$ cat config.mk
export PLATFORM = sky130hd
export DESIGN_NAME = sysport_unit
export DESIGN_NICKNAME = d
export VERILOG_FILES = /design/src/rtl/sysport_pkg.sv /design/src/rtl/sysport_sync.sv /design/src/rtl/sysport_kbd.sv /design/src/rtl/sysport_bus.sv /design/src/rtl/sysport_unit.sv
export SDC_FILE = /design/constraint.sdc
export NUM_CORES = 1
export LEC_CHECK = 0
export BUFFER_PORTS_ARGS = -buffer_cell sky130_fd_sc_hd__buf_4
export CORE_ASPECT_RATIO = 0.6
export CORE_MARGIN = 2
export CORE_UTILIZATION = 40
export CTS_BUF_LIST = sky130_fd_sc_hd__clkbuf_8
export DETAILED_ROUTE_END_ITERATION = 7
export PLACE_DENSITY = 0.76
export SETUP_SLACK_MARGIN = 0.1
export SYNTH_ARGS = -nofsm -noshare
export SYNTH_HDL_FRONTEND = slang
export SYNTH_SLANG_ARGS = --single-unit
export TNS_END_PERCENT = 20
$ cat constraint.sdc
create_clock -name clk -period 3 [get_ports clk]
set_clock_uncertainty 0.05 [all_clocks]
set_input_delay 0.75 -clock clk [delete_from_list [all_inputs] [get_ports clk]]
set_output_delay 0.75 -clock clk [all_outputs]
set_load 0.02 [all_outputs]
$ cat src/rtl/sysport_pkg.sv
`timescale 1ns/1ps
package sysport_pkg;
    typedef enum logic [1:0] {
        SEL_KBD_SW = 2'd0,
        SEL_OUTLAT = 2'd1,
        SEL_STATUS = 2'd2,
        SEL_MODE   = 2'd3
    } port_sel_e;

    localparam int PB_T2_GATE  = 0;
    localparam int PB_SPK_DATA = 1;
    localparam int PB_CASS_MTR = 3;
    localparam int PB_PAR_EN   = 4;
    localparam int PB_CHK_EN   = 5;
    localparam int PB_KBD_CLR  = 6;
    localparam int PB_SW_SEL   = 7;
endpackage

$ cat src/rtl/sysport_sync.sv
`timescale 1ns/1ps
module sysport_sync #(
    parameter int WIDTH  = 2,
    parameter int STAGES = 2
) (
    input  logic             clk,
    input  logic             rst_n,
    input  logic [WIDTH-1:0] din,
    output logic [WIDTH-1:0] dout
);
    logic [WIDTH-1:0][STAGES-1:0] chain_d, chain_q;

    always_comb begin
        for (int i = 0; i < WIDTH; i++) begin
            chain_d[i] = {chain_q[i][STAGES-2:0], din[i]};
        end
    end

    always_ff @(posedge clk or negedge rst_n) begin
        if (!rst_n) chain_q <= '1;
        else        chain_q <= chain_d;
    end

    for (genvar g = 0; g < WIDTH; g++) begin : g_out
        assign dout[g] = chain_q[g][STAGES-1];
    end
endmodule

$ cat src/rtl/sysport_kbd.sv
`timescale 1ns/1ps
module sysport_kbd #(
    parameter int CODE_W = 8
) (
    input  logic              clk,
    input  logic              rst_n,
    input  logic              kclk_s,
    input  logic              kdat_s,
    input  logic              clr,
    output logic [CODE_W-1:0] code,
    output logic              irq
);
    localparam int CNT_W = $clog2(CODE_W);
    localparam logic [CNT_W-1:0] LAST_BIT = CNT_W'(CODE_W - 1);

    typedef struct packed {
        logic              prev;
        logic [CNT_W-1:0]  cnt;
        logic [CODE_W-1:0] sh;
        logic [CODE_W-1:0] code;
        logic              irq;
    } kbd_st_t;

    kbd_st_t st_d, st_q;
    logic    fall;
    logic [CODE_W-1:0] sh_next;

    always_comb begin
        st_d    = st_q;
        fall    = st_q.prev & ~kclk_s;
        sh_next = {kdat_s, st_q.sh[CODE_W-1:1]};
        st_d.prev = kclk_s;
        if (clr) begin
            st_d.cnt = '0;
            st_d.irq = 1'b0;
        end else if (fall && !st_q.irq) begin
            st_d.sh = sh_next;
            if (st_q.cnt == LAST_BIT) begin
                st_d.code = sh_next;
                st_d.irq  = 1'b1;
                st_d.cnt  = '0;
            end else begin
                st_d.cnt = st_q.cnt + 1'b1;
            end
        end
    end

    always_ff @(posedge clk or negedge rst_n) begin
        if (!rst_n) begin
            st_q      <= '0;
            st_q.prev <= 1'b1;
        end else begin
            st_q <= st_d;
        end
    end

    assign code = st_q.code;
    assign irq  = st_q.irq;

    // the request only rises on the last bit of a code
    assert_irq_on_last_bit_R6: assert property (@(posedge clk) disable iff (!rst_n)
        $rose(st_q.irq) |-> ($past(st_q.cnt) == LAST_BIT));
    // a pending request holds, and so does its code
    assert_irq_hold_R7: assert property (@(posedge clk) disable iff (!rst_n)
        (st_q.irq && !clr) |=> st_q.irq);
    assert_code_frozen_R7: assert property (@(posedge clk) disable iff (!rst_n)
        st_q.irq |=> $stable(st_q.code));
    // clear drops the request and the partial count
    assert_clear_R8: assert property (@(posedge clk) disable iff (!rst_n)
        clr |=> (!st_q.irq && st_q.cnt == '0));
endmodule

$ cat src/rtl/sysport_bus.sv
`timescale 1ns/1ps
module sysport_bus
    import sysport_pkg::*;
#(
    parameter int              ADDR_W    = 10,
    parameter logic [ADDR_W-1:0] BASE    = 10'h060,
    parameter logic [7:0]      MODE_WORD = 8'h99
) (
    input  logic              clk,
    input  logic              rst_n,
    input  logic [ADDR_W-1:0] addr,
    input  logic              rd,
    input  logic              wr,
    input  logic [7:0]        wdata,
    input  logic [7:0]        code,
    input  logic [7:0]        cfg_sw,
    input  logic [3:0]        mem_sw,
    input  logic [3:0]        status,
    output logic [7:0]        rdata,
    output logic [7:0]        lat,
    output logic [7:0]        lat_next
);
    localparam logic [ADDR_W-3:0] BASE_HI = BASE[ADDR_W-1:2];

    typedef struct packed {
        logic [7:0] lat;
    } bus_st_t;

    bus_st_t   st_d, st_q;
    logic      hit;
    port_sel_e sel;
    logic      wr_lat;

    always_comb begin
        hit    = (addr[ADDR_W-1:2] == BASE_HI);
        sel    = port_sel_e'(addr[1:0]);
        wr_lat = wr && hit && (sel == SEL_OUTLAT);
        st_d   = st_q;
        if (wr_lat) st_d.lat = wdata;

        rdata = 8'h00;
        if (rd && hit) begin
            unique case (sel)
                SEL_KBD_SW: rdata = st_q.lat[PB_SW_SEL] ? cfg_sw : code;
                SEL_OUTLAT: rdata = st_q.lat;
                SEL_STATUS: rdata = {status, mem_sw};
                SEL_MODE:   rdata = MODE_WORD;
                default:    rdata = 8'h00;
            endcase
        end
    end

    always_ff @(posedge clk or negedge rst_n) begin
        if (!rst_n) st_q <= '0;
        else        st_q <= st_d;
    end

    assign lat      = st_q.lat;
    assign lat_next = st_d.lat;

    // only a port-B write moves the latch
    assert_latch_stable_R2: assert property (@(posedge clk) disable iff (!rst_n)
        !(wr && hit && addr[1:0] == 2'd1) |=> $stable(st_q.lat));
    // a command-slot write leaves the latch alone
    assert_mode_write_inert_R9: assert property (@(posedge clk) disable iff (!rst_n)
        (wr && hit && addr[1:0] == 2'd3) |=> $stable(st_q.lat));
    // idle bus returns zero
    assert_idle_zero_R1: assert property (@(posedge clk) disable iff (!rst_n)
        !rd |-> (rdata == 8'h00));
endmodule

$ cat src/rtl/sysport_unit.sv
`timescale 1ns/1ps
module sysport_unit
    import sysport_pkg::*;
#(
    parameter int                ADDR_W      = 10,
    parameter logic [ADDR_W-1:0] BASE        = 10'h060,
    parameter int                SYNC_STAGES = 2
) (
    input  logic              clk,
    input  logic              rst_n,
    input  logic [ADDR_W-1:0] io_addr,
    input  logic              io_rd,
    input  logic              io_wr,
    input  logic [7:0]        io_wdata,
    output logic [7:0]        io_rdata,
    input  logic              kbd_clk,
    input  logic              kbd_data,
    input  logic [7:0]        cfg_sw,
    input  logic [3:0]        mem_sw,
    input  logic              cass_in,
    input  logic              tmr2_out,
    input  logic              chan_chk,
    input  logic              par_chk,
    output logic [7:0]        port_b,
    output logic              irq1
);
    localparam int CODE_W = 8;

    logic [1:0]        kbd_s;
    logic [CODE_W-1:0] code;
    logic [7:0]        lat_next;

    sysport_sync #(.WIDTH(2), .STAGES(SYNC_STAGES)) u_sync (
        .clk  (clk),
        .rst_n(rst_n),
        .din  ({kbd_data, kbd_clk}),
        .dout (kbd_s)
    );

    sysport_kbd #(.CODE_W(CODE_W)) u_kbd (
        .clk   (clk),
        .rst_n (rst_n),
        .kclk_s(kbd_s[0]),
        .kdat_s(kbd_s[1]),
        .clr   (lat_next[PB_KBD_CLR]),
        .code  (code),
        .irq   (irq1)
    );

    sysport_bus #(.ADDR_W(ADDR_W), .BASE(BASE), .MODE_WORD(8'h99)) u_bus (
        .clk     (clk),
        .rst_n   (rst_n),
        .addr    (io_addr),
        .rd      (io_rd),
        .wr      (io_wr),
        .wdata   (io_wdata),
        .code    (code),
        .cfg_sw  (cfg_sw),
        .mem_sw  (mem_sw),
        .status  ({par_chk, chan_chk, tmr2_out, cass_in}),
        .rdata   (io_rdata),
        .lat     (port_b),
        .lat_next(lat_next)
    );

    // while the clear bit sits in the latch no request is shown
    assert_clear_level_R8: assert property (@(posedge clk) disable iff (!rst_n)
        port_b[PB_KBD_CLR] |-> !irq1);
endmodule

==> results.md <==
- Slowest cell on the critical path: nor4b_4
- Max cap viols: 0
- Worst R2R Start: u_kbd.st_q[20]
- Reg2reg setup slack: 1.05 ns
- DP HPWL: 2720 um
- Clk root buf: clkbuf_8
- Number of global-route vias before repair: 1252
- Routed WL: 3560 um
- Inserted Clock Buffers: 5
- Max_slew headroom: 0.652
- Clk buf depth: 2
- Share of cells above drive strength 1: 0.532
- Final Cycle Share: 0.937
- I/O pins: 57
- Slew @ Worst Pin: 0.522 ns
- Core area: 0.00374 mm2
- Pwr dens: 548 mW/mm2
- Pre-antenna DRT Iters: 5
- Vias: 1227
- Routability Congestion: 0.846
- Initial core utilization: 0.428
- DRC viols: 0
- WHS Path Cells: 0
- All-Layer GR Usage: 0.178
- Cells along the critical path: buf_4 > nor4b_4 > nand3_1 > a21oi_1 > buf_4
- TritonCTS Sinks: 32
- Mean post-synth cell area: 12.5 um2
- Leakage power: 0.00107 uW
- Largest cells by area after synthesis: dfrtp_1, mux2_2, dfstp_2, mux2_4, mux2i_1
- Nets@finish: 229
- Initial antenna violation count: 0
- Endpoints failing hold: 0
- Final setup viols: 0
- Reg2Reg Depth: 4
- P&R area growth vs syn: 36.7%
- Core Util, Final: 0.585
- Post-route non-filler standard cell count: 235
- PostCTS Resize Cnt: 0
- Global-route wire length before repair: 6020 um
- Top cell by count, worst path: buf_4
- Post-Synthesis Cells: 128
- Post-CTS setup repair buffer count: 0
- Min Tclk post-route: 2.81 ns
- CP Buf/Inv Count: 2
- Critical path class: input pin to output port
- RSZ-0062 raised after global routing: no
- R2R Path End: u_kbd.code[2]
- Vias per std cell: 5.22
- Largest area contributor in the netlist: dfrtp_1
- Hold Path Origin: u_sync.chain_d[1]
- Worst Setup End Kind: output port
- Arr. time, crit path: 2.01 ns
- Total grt overflow: 0
- Port bufs: 56
- DRT iter0 DRCs: 73
- ANT cells: 0
- Dpl cells: 227
- Antenna-violating nets left: 0
- Top cell type's share of synthesized area: 0.422
- Number of synthesized register bits: 32
- Hold path endpoint: u_sync.dout[0]
- Status: complete, no violations
- Hold_buf cts: 0
- Largest net degree at the start of global routing: 33
- Main flop type after synthesis: dfrtp_1
- Worst-Skew Late Latency: 0.28 ns
- Asr flop ratio synth: 1.00
- Worst vdd ir: 0.000352 V
- CP max FO: 8
- Drt wl/cell: 15.2 um
- Die area: 0.00454 mm2
- Ys Warns: 0
- Die Ht: 53.0 um
- Worst hold margin: 0.306 ns
- Syn Nets: 170
- Startpoint Class: input pin
- CTS tree: built
- Cell family with most CP delay: simple AND/OR/NAND/NOR gates
- Fin Setup TNS: 0 ns
- Clk slew on worst S/H paths: 0.06 ns
- Synthesized cell area: 0.00160 mm2
- Fin. max-slew vios: 0
- Seq/Total Area, Yosys: 0.504
- Post-synthesis cell type count: 24
- FP Rows: 17
- Die width: 85.7 um
- # H-tree levels: 2
- Req. time, crit path: 2.20 ns
- FMAX: 0.356 GHz
- Min-delay worst type: flip-flop to flip-flop
- Number of synthesized flops with an enable pin: 0
- Largest stage delay on the critical path: 0.34 ns
==> through the flow <==
stage	area [um2]	total power, uW	worst slack (ns)
final	2190	1200	0.189
after global routing	2190	1270	0.116
after CTS	2190	1210	0.227
after detailed placement	2060	767	0.230
after global placement	2060	743	0.349
after floorplan	1600	665	0.487
==> cell usage in the layout (no fill, tap or decap) <==
cell type | synthesis | layout
a211o_1 | 1 | 1
a21oi_1 | 7 | 7
buf_4 | 0 | 56
bufinv_16 | 0 | 1
clkbuf_8 | 0 | 7
dfrtp_1 | 27 | 27
dfstp_2 | 5 | 5
ha_1 | 2 | 2
inv_1 | 2 | 2
mux2_2 | 16 | 16
mux2_4 | 8 | 8
mux2i_1 | 9 | 9
mux2i_4 | 1 | 1
nand2_1 | 15 | 15
nand3_1 | 1 | 1
nand4_4 | 1 | 1
nor2_1 | 9 | 9
nor2b_4 | 1 | 1
nor3_1 | 1 | 1
nor3b_2 | 2 | 2
nor4b_4 | 2 | 2
o21ai_0 | 9 | 9
o22ai_1 | 3 | 3
or2b_1 | 1 | 1
or3b_1 | 1 | 1
==> final cells by class <==
class	instances	area, um2
repair buffers	56	420
well taps	47	58.8
inverters	2	7.51
multi-input cells	90	769
fillers	310	1550
flip-flops and latches	32	807
clock inverters	1	30.0
clock buffers	7	96.3
==> synthesized netlist by cell type, drive strengths merged, types with 2 or more instances <==
cell type  count
a21oi          7
nor2           9
inv            2
buf            2
ha             2
dfstp          5
nand2         15
mux2          24
o21ai          9
dfrtp         27
clkbuf         2
o22ai          3
nor3b          2
nor4b          2
mux2i         10
==> worst max-delay path by stage <==
stage,from,end,cells past startpoint
floorplan,io_addr[7],io_rdata[1],3
global placement,io_addr[7],io_rdata[2],5
detailed placement,io_addr[7],io_rdata[7],5
CTS,io_addr[7],io_rdata[7],5
global route,io_addr[7],io_rdata[7],5
finish,io_addr[7],io_rdata[7],5
==> state kept, by name, summed over array words and instances (netlist names) <==
| name | cells |
|---|---|
| u_kbd.sh_next | 7 |
| u_kbd.irq | 1 |
| u_sync.dout | 2 |
| u_sync.chain_d | 2 |
| u_kbd.st_q | 4 |
| u_kbd.code | 8 |
| u_bus.lat | 8 |
==> kinds of logic (layout without fill, tap and decap cells) <==
family | Yosys count | count (layout) | share of synthesized area
AOI/OAI and AO/OA | 20 | 20 | 0.0672
buffers and inverters | 6 | 66 | 0.0156
adders and majority gates | 2 | 2 | 0.0156
DFF | 32 | 32 | 0.504
and+or+nand+nor | 34 | 34 | 0.140
muxes | 34 | 34 | 0.258
==> power breakdown <==
group          internal (uW)  switching, uW
Combinational            126           94.6
Clock                    293            151
Sequential               494           42.1
Total                    913            288
==> layer usage <==
metal,global-route usage,up-vias,part of all wire
met1,0.214,603,0.43
met5,0,-,0
met2,0.313,43,0.49
met4,0.0476,0,0.013
li1,-,574,-
met3,0.0562,7,0.068
No activity file was read; power rests on OpenSTA's default activity.
